### src/rtl/i2c_sts_pkg.sv
package i2c_sts_pkg;

    localparam int NFLAG = 7;

    typedef logic [NFLAG-1:0] flag_vec_t;

    typedef enum int {
        B_DONE = 0,
        B_RXA  = 1,
        B_TXR  = 2,
        B_NAK  = 3,
        B_OVR  = 4,
        B_UNR  = 5,
        B_FRZ  = 6
    } flag_bit_e;

    localparam flag_vec_t FLAG_RST = flag_vec_t'((1 << B_DONE) | (1 << B_TXR));

    typedef struct packed {
        logic stop_done;
        logic nack;
        logic thr_taken;
        logic rx_byte;
        logic underrun;
    } seq_ev_t;

    typedef struct packed {
        logic thr_wr;
        logic start_rd;
        logic rhr_rd;
        logic status_rd;
        logic lock_clr;
    } host_op_t;

    function automatic flag_vec_t mask_next(flag_vec_t cur, logic en_wr, flag_vec_t en,
                                            logic dis_wr, flag_vec_t dis);
        flag_vec_t en_v;
        flag_vec_t dis_v;
        en_v  = en_wr  ? en  : '0;
        dis_v = dis_wr ? dis : '0;
        return (cur | en_v) & ~dis_v;
    endfunction

endpackage

### src/rtl/i2c_sts_event_decode.sv
module i2c_sts_event_decode
    import i2c_sts_pkg::*;
(
    input  seq_ev_t   ev,
    input  host_op_t  op,
    input  flag_vec_t cur,
    output flag_vec_t set_v,
    output flag_vec_t clr_v
);
    logic frozen;
    assign frozen = cur[B_FRZ];

    always_comb begin
        set_v = '0;
        clr_v = '0;
        // done: live state of the transfer
        set_v[B_DONE] = (ev.stop_done & ~frozen) | ev.nack;
        clr_v[B_DONE] = op.thr_wr | op.start_rd;
        // receive data available
        set_v[B_RXA]  = ev.rx_byte;
        clr_v[B_RXA]  = op.rhr_rd;
        // room in the transmit holding register
        set_v[B_TXR]  = (ev.thr_taken & ~frozen) | ev.nack;
        clr_v[B_TXR]  = op.thr_wr;
        // pending events, cleared by a status read
        set_v[B_NAK]  = ev.nack;
        clr_v[B_NAK]  = op.status_rd;
        set_v[B_OVR]  = ev.rx_byte & cur[B_RXA] & ~op.rhr_rd;
        clr_v[B_OVR]  = op.status_rd;
        set_v[B_UNR]  = ev.underrun;
        clr_v[B_UNR]  = op.status_rd;
        // transmit freeze
        set_v[B_FRZ]  = ev.nack;
        clr_v[B_FRZ]  = op.lock_clr;
    end
endmodule

### src/rtl/i2c_sts_flag_bank.sv
module i2c_sts_flag_bank #(
    parameter int            W       = 7,
    parameter logic [W-1:0]  RST_VAL = '0
) (
    input  logic         clk,
    input  logic         rst,
    input  logic [W-1:0] set_v,
    input  logic [W-1:0] clr_v,
    output logic [W-1:0] q
);
    for (genvar g = 0; g < W; g++) begin : g_cell
        logic r;
        always_ff @(posedge clk) begin
            if (rst)           r <= RST_VAL[g];
            else if (set_v[g]) r <= 1'b1;
            else if (clr_v[g]) r <= 1'b0;
        end
        assign q[g] = r;
    end
endmodule

### src/rtl/i2c_sts_mask.sv
module i2c_sts_mask
    import i2c_sts_pkg::*;
(
    input  logic      clk,
    input  logic      rst,
    input  logic      en_wr,
    input  flag_vec_t en_bits,
    input  logic      dis_wr,
    input  flag_vec_t dis_bits,
    output flag_vec_t mask
);
    always_ff @(posedge clk) begin
        if (rst) mask <= '0;
        else     mask <= mask_next(mask, en_wr, en_bits, dis_wr, dis_bits);
    end
endmodule

### src/rtl/i2c_sts_irq_unit.sv
module i2c_sts_irq_unit
    import i2c_sts_pkg::*;
(
    input  logic             clk,
    input  logic             rst,
    input  logic             ev_stop_done,
    input  logic             ev_nack,
    input  logic             ev_thr_taken,
    input  logic             ev_rx_byte,
    input  logic             ev_underrun,
    input  logic             host_thr_wr,
    input  logic             host_start_rd,
    input  logic             host_rhr_rd,
    input  logic             host_status_rd,
    input  logic             host_lock_clr,
    input  logic             ien_wr,
    input  logic [NFLAG-1:0] ien_data,
    input  logic             idis_wr,
    input  logic [NFLAG-1:0] idis_data,
    output logic [NFLAG-1:0] status,
    output logic [NFLAG-1:0] irq_mask,
    output logic             irq,
    output logic             tx_hold
);
    seq_ev_t   ev;
    host_op_t  op;
    flag_vec_t set_v;
    flag_vec_t clr_v;

    assign ev = '{stop_done: ev_stop_done, nack: ev_nack, thr_taken: ev_thr_taken,
                  rx_byte: ev_rx_byte, underrun: ev_underrun};
    assign op = '{thr_wr: host_thr_wr, start_rd: host_start_rd, rhr_rd: host_rhr_rd,
                  status_rd: host_status_rd, lock_clr: host_lock_clr};

    i2c_sts_event_decode u_dec (
        .ev    (ev),
        .op    (op),
        .cur   (status),
        .set_v (set_v),
        .clr_v (clr_v)
    );

    i2c_sts_flag_bank #(.W(NFLAG), .RST_VAL(FLAG_RST)) u_bank (
        .clk   (clk),
        .rst   (rst),
        .set_v (set_v),
        .clr_v (clr_v),
        .q     (status)
    );

    i2c_sts_mask u_mask (
        .clk      (clk),
        .rst      (rst),
        .en_wr    (ien_wr),
        .en_bits  (ien_data),
        .dis_wr   (idis_wr),
        .dis_bits (idis_data),
        .mask     (irq_mask)
    );

    assign irq     = |(status & irq_mask);
    assign tx_hold = status[B_FRZ];
endmodule

### config.mk
export PLATFORM = sky130hd
export DESIGN_NAME = i2c_sts_irq_unit
export DESIGN_NICKNAME = d
export VERILOG_FILES = /design/src/rtl/i2c_sts_pkg.sv /design/src/rtl/i2c_sts_event_decode.sv /design/src/rtl/i2c_sts_flag_bank.sv /design/src/rtl/i2c_sts_mask.sv /design/src/rtl/i2c_sts_irq_unit.sv
export SDC_FILE = /design/constraint.sdc
export NUM_CORES = 1
export LEC_CHECK = 0
export ABC_AREA = 1
export BUFFER_PORTS_ARGS = -buffer_cell sky130_fd_sc_hd__buf_2
export CORE_ASPECT_RATIO = 0.75
export CORE_MARGIN = 5
export CORE_UTILIZATION = 30
export CTS_CLUSTER_SIZE = 8
export DETAILED_ROUTE_END_ITERATION = 12
export GPL_TIMING_DRIVEN = 0
export PLACE_DENSITY = 0.69
export SYNTH_ARGS = -nofsm -noshare
export SYNTH_HDL_FRONTEND = slang
export SYNTH_SLANG_ARGS = --single-unit
### constraint.sdc
create_clock -name clk -period 0.8 [get_ports clk]
set_input_delay 0.04 -clock clk [delete_from_list [all_inputs] [get_ports clk]]
set_output_delay 0.04 -clock clk [all_outputs]
set_load 0.005 [all_outputs]
* Yosys cells after proc, flatten, opt, wreduce, memory -nomap -nowiden *
Index checks and enable logic that the tools add are counted.

storage, ports and cells
  memories kept = 0
  bits in writable memories = 0
  register bits = 14
  bits in latches = 0
  bits in read-only memories = 0
  logic and storage cells = 39
  input port bits = 28
  output and inout bits = 16

cells by class
  add/sub/neg operators = 0
  shift-type cells = 0
  equality and inequality tests = 0
  muxes and demuxes = 10
  order comparisons = 0
  reductions and logical operators = 8
  multiply operators = 0
  div/mod/pow operators = 0
  bitwise operators = 13

operators by type and width
  kind                number
  $and A7 B7 Y7       2
  $mux W7             2
  $reduce_bool A2 Y1  5
  $mux W1             8
  $not A7 Y7          1
  $or A7 B7 Y7        1
  $reduce_or A7 Y1    1
  $and A1 B1 Y1       4
  $reduce_or A2 Y1    2
  $or A1 B1 Y1        3
  $not A1 Y1          2

* Logic depth before layout (Yosys ltp) *
Gate-level depths: netlist (run 1).

  depth in word-level cells = 4
  gate-level depth with buffers = 4
  mapped depth without buffers = 4

* By module *
From an unflattened synthesis (run 1), not the netlist that was laid out.

second synthesis, totals
  cell total of the unflattened synthesis = 110
  area, all modules = 728.2 µm²

modules (own cells, without submodules)
  module                cells each  area an instance (µm²)  times used  seq. area each (µm²)
  i2c_sts_flag_bank     40          299.0                   1           140.1
  i2c_sts_mask          36          257.7                   1           140.1
  i2c_sts_event_decode  19          111.4                   1           0.0
  i2c_sts_irq_unit      15          60.1                    1           0.0

* Worst setup path before layout (run 1) *
No wires, ideal clock.

  path kind = register to register
  from = register u_bank.g_cell[6].r
  to = register u_bank.g_cell[0].r
  setup slack = 0.072 ns
  period minus slack after synthesis = 0.728 ns
  required time = 0.677 ns
  cell stages (with the launch flop) = 4
  arrival time = 0.605 ns
  path buffers = 0
  setup time = 0.123 ns
  cells stage by stage = dfxtp_1 -> inv_1 -> a21oi_1 -> nand3_1

on the way
  longest elaborated chain between the ends = 4

RTL lines
  what                        RTL line                    text
  from (decl)                 i2c_sts_flag_bank.sv:12     logic r;
  from (signal assigned)      i2c_sts_flag_bank.sv:14     if (rst) r <= RST_VAL[g];
  $not A1 Y1                  i2c_sts_event_decode.sv:17  set_v[B_DONE] = (ev.stop_done & ~frozen) | ev.nack;
  $and A1 B1 Y1               i2c_sts_event_decode.sv:17
  $or A1 B1 Y1                i2c_sts_event_decode.sv:17
  $reduce_or A2 Y1 (no line)  n/a
  to (signal assigned)        i2c_sts_flag_bank.sv:14
  to (decl)                   i2c_sts_flag_bank.sv:12

No other way between the ends.
A chain may end at the register's enable or synchronous reset.

* Worst setup path after layout (run 1) *
  from = register u_bank.g_cell[6].r
  to = output irq

on the way
  longest elaborated chain between the ends = 2

RTL lines
  what              RTL line                text
  $and A7 B7 Y7     i2c_sts_irq_unit.sv:61  assign irq = |(status & irq_mask);
  $reduce_or A7 Y1  i2c_sts_irq_unit.sv:61
  to (decl)         i2c_sts_irq_unit.sv:22  output logic irq,

No other way between the ends.

==> results of run 1 <==
## cell type report
class / instances / area (sq um) / share of cell area (%)
Sequential cell: 14 / 300 / 23.6
Multi-Input combinational cell: 59 / 259 / 20.4
Timing Repair Buffer: 73 / 584 / 46.0
Buffer: 4 / 45.0 / 3.54
Clock buffer: 3 / 22.5 / 1.77
Inverter: 8 / 30.0 / 2.36
Tap cell: 24 / 30.0 / 2.36
## metrics by stage
stage | setup slack, ns | total power (uW) | setup TNS (ns)
6_report | -0.237 | 1590 | -1.45
3_3_place_gp | 0.0147 | 1030 | 0
4_1_cts | -0.227 | 1550 | -1.22
2_1_floorplan | 0.0720 | 896 | 0
5_1_grt | -0.333 | 1700 | -2.15
3_5_place_dp | -0.0140 | 1040 | -0.0140
## placed cells by master, fill, tap and decap left out, drive strengths merged
cell type,Yosys,routed
buf,7,60
nand2,30,30
dlygate4sd3,0,17
a21oi,14,14
dfxtp,14,14
nor2,12,12
inv,8,8
nand3,3,3
clkbuf,0,3
## power by group through the flow
stage / clock network (uW) / registers, uW / logic [uW]
floorplan: 0 / 780 / 116
global placement: 0 / 784 / 250
detailed placement: 0 / 785 / 256
CTS: 392 / 772 / 389
global route: 420 / 781 / 495
finish: 372 / 776 / 445
## cell families after synthesis
logic type,Yosys count,synth area share [%]
AND/OR/NAND/NOR,45,28.5
AO/OA/AOI/OAI,14,11.6
flip-flops,14,46.3
buffers and inverters,15,13.6
## final timing paths
path / from / end / slack (ns) / depth (start not counted)
max: u_bank.g_cell[6].r / irq / -0.24 / 5
min: idis_data[2] / u_mask.mask[2] / 0.002 / 4
max reg2reg: u_bank.g_cell[6].r / u_bank.g_cell[0].r / -0.05 / 4
min reg2reg: u_mask.mask[2] / u_mask.mask[2] / 0.48 / 2
## per-layer routing
layer | GRT usage (%) | routed length, microns
met5 | 0 | 0
met3 | 2.91 | 149
met4 | 8.13 | 73
met2 | 23.0 | 1030
met1 | 15.6 | 777
## sequential cells by signal (all words and copies together), names as in the netlist
signal / count
u_bank.g_cell.r: 7
u_mask.mask: 7
## timing repair
item | CTS | global route
resized for setup | 29 | 17
endpoints found under the hold margin | 12 | 0
pin swaps | 0 | 2
setup buffers | 5 | 8
hold buffers | 17 | 0
endpoints found under the setup margin | 14 | 17
## critical path, cell delays in order (launching register included)
cell and delay, ns:
dfxtp_4 0.36, nand2_2 0.05, nand2_2 0.04, nor2_2 0.10, nand2_1 0.06, buf_2 0.12
==> results.toml, run 1 <==
[synthesis]
synthDominantCellAreaShare_pct = 46.3
synthTopCellsByArea = "dfxtp_1 46%, nand2_1 19%, a21oi_1 12%, buf_4 8.7%, nor2_1 7.4%"
ys_types = 8
syn_avg_cell_area_sq_um = 6.88
netlist_area_sq_um = 606
ys_seq_elements = 14
ys_warn_count = 0
synth.most_common_cell = "nand2_1"
synth_commonest_cells = "30 x nand2_1, 14 x a21oi_1, 14 x dfxtp_1"
async_flop_share_pct = 0
synth-main-ff-cell = "dfxtp_1"
synth_top_cell_by_area = "dfxtp_1"
synth_cells = 88
yosysSeqAreaShare_pct = 46.3
synth.net_count = 116
synth_edf_count = 0

[sta]
rsz0062_at_grt = "yes"
final.period_utilization_pct = 130
finClkSkew_ns = 0.000131
final_hold_viol_count = 0
fin_ws_ns = -0.237
setup_viol = 16
slew_headroom_pct = 89.3
drv_slew = 0
max_freq_mhz = 965
tightest_slew_ns = 0.160
holdWs_ns = 0.00229
min_period_ns = 1.04

[worst_setup_path]
crit_type = "register to primary output"
cp-end-kind = "primary output"
crit_required_ns = 0.76
cp_max_fo = 3
start_kind = "register"
crit_arrival_ns = 1.00

[layout]
area_delta_synth_final_pct = 110
final_core_util_pct = 64.8
nets = 191
fill_cells = 163
fin_cells = 185
drive_gt1_share_pct = 52.2
fin_area_sq_mm = 0.00127
antennaDiodeCount = 0

[power_and_ir_drop]
power.leakage_uw = 0.000665
powerDensity_mw_per_mm2 = 1250
clockPowerShare_pct = 23.4
p_switching_uw = 389
power.share.sequential_pct = 48.7
p_int_uw = 1200
p_sw_share_pct = 24.4
pwr-share-comb_pct = 28.0
vdd_drop_max_mv = 1.02

[route]
ant_nets = 0
drtIter0Drc = 2
drc = 0
dr_total_vias = 811
viasPerCell = 4.38
dr.pass1.iters = 4
wl_per_cell_microns = 11.0
drt_wl_total_microns = 2030

[hold_path]
min-delay-path-class = "input port to register"

[clock_tree]
clkSinkCount = 14
cts_tree = "done"
cts_max_level = 1
clock_latency_ns = 0.26
cts-root-buf = "clkbuf_4"
cts_inserted_buffers = 3
cts_buffer_depth = 2
clk_pin_slew_ns = 0.08

[global_route]
grt_max_degree = 10
grtUsageTotal_pct = 13.8
grt_pass1_vias = 786
grt_overflow = 0
antenna_found_initial = 0
grt_pass1_wl_microns = 3140

[status]
violations = "setup timing"
outcome = "finished with violations"

[floorplan]
die_x_microns = 61.9
num_rows = 14
die_area_sq_mm = 0.00303
io_pins = 44
start_util_pct = 30.9
die_y_microns = 48.9
core-area_sq_mm = 0.00196

[placed_design]
numPortBuffers = 43
place_inst = 155
dp_hpwl_microns = 1310
gp_congestion = 0.734
dpl_cell_area_sq_um = 851

[job]
drv_cap = 0
Note: power is estimated with default switching activity, not from simulation.
==> run 2: changes to the inputs <==
- clock period: 0.8 -> 1.2 ns (I/O delays scaled with it)
==> run 2 against run 1 <==
The run now ends clean. Design area fell by 29%. Sequential cell count did not move. Cell count decreased by 13%. Worst hold slack better by 0.013 ns. Largest power group unchanged.
==> results.toml, run 2 (synthesis results as in run 1) <==
[power_and_ir_drop]
power.leakage_uw = 0.000520
vdd_drop_max_mv = 0.472
powerDensity_mw_per_mm2 = 1040

[floorplan]
die_y_microns = 48.9
start_util_pct = 30.9
num_rows = 14
die_area_sq_mm = 0.00303
core-area_sq_mm = 0.00196
die_x_microns = 61.9
io_pins = 44

[worst_setup_path]
start_kind = "register"
cp_max_fo = 5
r2r_slack_ns = 0.38
reg2reg_depth = 3
worst_path_largest_cell_delay_ns = 0.36
reg2reg_to = "u_bank.g_cell[0].r"
cpMostUsedCell = "nand2_1"
crit_required_ns = 1.14
cpMaxStageDelayCell = "dfxtp_1"
crit_type = "register to primary output"
path_cells = "nand2_1, nand2_1, nor2_1, nand2_1, buf_2"
timing.rr.start = "u_bank.g_cell[6].r"
crit_arrival_ns = 0.99
path_buf_inv = 1
cp-end-kind = "primary output"
cp_top_family = "flip-flops"

[layout]
reg_top3 = "u_bank.g_cell.r: 7 flops, u_mask.mask: 7 flops"
mostFrequentLayoutCell = "buf_2"
final_core_util_pct = 46.0
antennaDiodeCount = 0
drive_gt1_share_pct = 39.4
fin_area_sq_um = 903
nets = 167
fill_cells = 212
layout_common_cells = "43 x buf_2, 30 x nand2_1, 14 x a21oi_1, 14 x dfxtp_1, 12 x nor2_1"
area_delta_synth_final_pct = 49.2

[clock_tree]
hold_buffers = 3
cts_resized = 0
clock_latency_ns = 0.26
clkSinkCount = 14
cts_tree = "done"
clk_pin_slew_ns = 0.08
cts_buffer_depth = 2
postCtsSetupBuffers = 0
cts_inserted_buffers = 3
cts_max_level = 1
cts-root-buf = "clkbuf_4"

[sta]
rsz0062_at_grt = "no"
slew_headroom_pct = 88.6
final.period_utilization_pct = 87.6
setup_tns_ns = 0
drv_slew = 0
min_period_ns = 1.05
max_freq_mhz = 951
final_hold_viol_count = 0
finClkSkew_ns = 0.000155
setup_viol = 0
fin_ws_ns = 0.149
tightest_slew_ns = 0.171

[global_route]
grt_pass1_wl_microns = 2680
grt_overflow = 0
antenna_found_initial = 0
grt_pass1_vias = 677
grtUsageTotal_pct = 11.5
grt_max_degree = 10

[route]
dr.pass1.iters = 4
dr_total_vias = 677
drc = 0
wl_per_cell_microns = 9.88
viasPerCell = 4.20
drt_wl_total_microns = 1590
drtIter0Drc = 2
ant_nets = 0

[placed_design]
dpl_cell_area_sq_um = 851
gp_congestion = 0.734
dp_hpwl_microns = 1310
pre_cts_slack_ns = 0.386
numPortBuffers = 43

[status]
outcome = "complete, no violations"

[job]
drv_cap = 0

[hold_path]
min-delay-path-class = "input port to register"
whs_path_depth = 3
min_to = "u_bank.g_cell[0].r"
hp-start = "ev_stop_done"
[run 2: cell types whose count changed in the layout (fill, tap and decap cells not counted), moves of 4 or more]
cell | previous run | this run
nand2_1 | 26 | 30
buf_2 | 31 | 43
dlygate4sd3_1 | 17 | 3
buf_6 | 23 | 0
nand2_2 | 4 | 0
dfxtp_1 | 0 | 14
dfxtp_2 | 13 | 0
[run 2: cell type report]
class	count	area, sq um	area share [%]
multi-input cells	59	243	26.9
repair buffers	46	245	27.1
plain buffers	7	52.6	5.82
well taps	24	30.0	3.32
flip-flops and latches	14	280	31.0
inverters	8	30.0	3.32
clock buffers	3	22.5	2.49
[run 2: worst max-delay path by stage]
| stage | cells after the start | from | to |
|---|---|---|---|
| finish | 5 | u_bank.g_cell[6].r | irq |
| global route | 5 | u_bank.g_cell[6].r | irq |
| detailed placement | 3 | u_bank.g_cell[6].r | u_bank.g_cell[0].r |
| global placement | 3 | u_bank.g_cell[6].r | u_bank.g_cell[0].r |
| floorplan | 3 | u_bank.g_cell[6].r | u_bank.g_cell[0].r |
| CTS | 5 | u_bank.g_cell[6].r | irq |
[run 2: routing by layer]
layer / track usage [%] / wire length [microns] / up-vias / part of all wire, %
li1: - / - / 368 / -
met1: 14.9 / 705 / 283 / 44
met2: 17.8 / 739 / 24 / 46
met3: 2.65 / 138 / 2 / 8.7
met4: 5.30 / 8 / 0 / 0.50
met5: 0 / 0 / - / 0
[run 2: worst register-to-register path: cells and delay by family (launching register included)]
| family | cells | cell delay (ns) |
|---|---|---|
| buffers and inverters | 1 | 0.07 |
| and+or+nand+nor | 1 | 0.08 |
| AOI/OAI and AO/OA | 1 | 0.14 |
| DFF | 1 | 0.41 |
[run 2: report_power, final]
group	total (uW)	internal, uW	leakage [uW]	switching, uW
clock network	247	116	0.0000138	131
registers	512	490	0.000116	21.9
logic	176	100	0.000390	75.8
total	935	706	0.000520	229
[run 2: stage by stage]
| step | hold slack, ns | total power (uW) | std cells |
|---|---|---|---|
| 6_report | 0.0156 | 935 | 161 |
| 5_1_grt | 0.0147 | 1000 | 161 |
| 4_1_cts | 0.00656 | 953 | 161 |
| 3_5_place_dp | 0.274 | 694 | 155 |
| 3_3_place_gp | 0.272 | 690 | 155 |
| 2_1_floorplan | 0.129 | 597 | 88 |
==> run 3: changes to the inputs <==
- CTS_BUF_LIST: unset -> sky130_fd_sc_hd__clkbuf_8
==> run 3 against run 2 <==
Clock skew barely moved. Clock-buffer cell count unchanged. Largest power group unchanged. Setup slack better by 0.039 ns. Power increased by 13%. Design area fell by 1.2%.
==> results.toml, run 3 (synthesis results as in run 1) <==
[status]
outcome = "complete, no violations"

[clock_tree]
cts_max_level = 1
cts_resized = 0
hold_buffers = 0
clk_pin_slew_ns = 0.05
cts_buffer_depth = 2
postCtsSetupBuffers = 0
cts_tree = "done"
clkSinkCount = 14
cts_inserted_buffers = 3
clock_latency_ns = 0.24
cts-root-buf = "clkbuf_8"

[global_route]
grt_use_met1_pct = 14.6
grt_max_degree = 10
met3_usage_pct = 2.65
grt_overflow = 0
use_met2_pct = 16.7
grtUsageTotal_pct = 11.2
top_usage_layer = "met2"
grt_pass1_wl_microns = 2590
antenna_found_initial = 0
grt_pass1_vias = 655

[layout]
area_delta_synth_final_pct = 47.3
antennaDiodeCount = 0
seqCellArea_sq_um = 280
layout_common_cells = "43 x buf_2, 30 x nand2_1, 14 x a21oi_1, 14 x dfxtp_1, 12 x nor2_1"
nets = 164
multi_input_area_sq_um = 243
mostFrequentLayoutCell = "buf_2"
reg_top3 = "u_bank.g_cell.r: 7 flops, u_mask.mask: 7 flops"
drive_gt1_share_pct = 40.3
fill_cells = 208

[power_and_ir_drop]
vdd_drop_max_mv = 0.543
powerDensity_mw_per_mm2 = 1180
power.leakage_uw = 0.000515

[worst_setup_path]
reg2reg_depth = 3
cp_max_fo = 5
crit_required_ns = 1.14
start_kind = "register"
crit_arrival_ns = 0.95
crit_type = "register to primary output"
cp-end-kind = "primary output"
r2r_slack_ns = 0.39

[floorplan]
die_area_sq_mm = 0.00303
start_util_pct = 30.9
io_pins = 44
die_x_microns = 61.9
num_rows = 14
die_y_microns = 48.9
core-area_sq_mm = 0.00196

[route]
viasPerCell = 4.20
wl_per_cell_microns = 9.82
dr.pass1.iters = 4
drt_wl_total_microns = 1550
drc = 0
ant_nets = 0
dr_total_vias = 663
drtIter0Drc = 1

[sta]
tightest_slew_ns = 0.166
final.period_utilization_pct = 84.3
final_hold_viol_count = 0
setup_viol = 0
fin_ws_ns = 0.188
setup_tns_ns = 0
max_freq_mhz = 988
drv_slew = 0
finClkSkew_ns = 0.0000678
min_period_ns = 1.01
slew_headroom_pct = 88.9
rsz0062_at_grt = "no"

[placed_design]
gp_congestion = 0.734
pre_cts_slack_ns = 0.386
numPortBuffers = 43
dp_hpwl_microns = 1310

[job]
drv_cap = 0

[hold_path]
min-delay-path-class = "input port to register"
whs_path_depth = 3
## run 3: cell count changes in the layout (fill, tap and decap cells not counted), sizes merged
| cell | before | now |
|---|---|---|
| dlygate4sd3 | 3 | 0 |
## run 3: path summary, 6_finish.rpt
check,startpoint,endpoint
min reg2reg,u_bank.g_cell[3].r,u_bank.g_cell[3].r
min,ev_underrun,u_bank.g_cell[5].r
max reg2reg,u_bank.g_cell[6].r,u_bank.g_cell[0].r
max,u_bank.g_cell[6].r,irq
## run 3: power by group
| group | internal, uW | leakage, uW | total, uW | switching, uW |
|---|---|---|---|---|
| sequential | 492 | 0.000116 | 513 | 21.6 |
| clock | 221 | 0.0000216 | 372 | 150 |
| combinational | 93.8 | 0.000378 | 168 | 74.3 |
| total | 807 | 0.000515 | 1050 | 246 |
## run 3: per-layer routing
layer / vias up / part of all wire [%]
met1: 277 / 45
met5: - / 0
met2: 24 / 46
met3: 0 / 8.9
met4: 0 / 0
li1: 362 / -
## run 3: final cells by class
cell class	instances	share of cell area [%]
sequential	14	31.4
multi-input combinational	59	27.2
timing repair buffer	43	24.1
buffer	7	5.89
clock buffer	3	4.63
inverter	8	3.37
tap	24	3.37
## run 3: critical path, stage by stage (launching register included)
cell     delay, ns
dfxtp_1       0.34
nand2_1       0.07
nand2_1       0.04
nor2_1        0.08
nand2_1       0.06
buf_2         0.12
## run 3: metrics by stage
stage	area (sq um)	total power, uW	util, %	hold slack [ns]	instances
2_1_floorplan	606	597	-	0.129	88
3_3_place_gp	851	690	43.4	0.272	155
3_5_place_dp	851	694	43.4	0.274	155
4_1_cts	892	1070	45.5	0.0240	158
5_1_grt	892	1120	45.5	0.0395	158
6_report	892	1050	45.5	0.0264	158
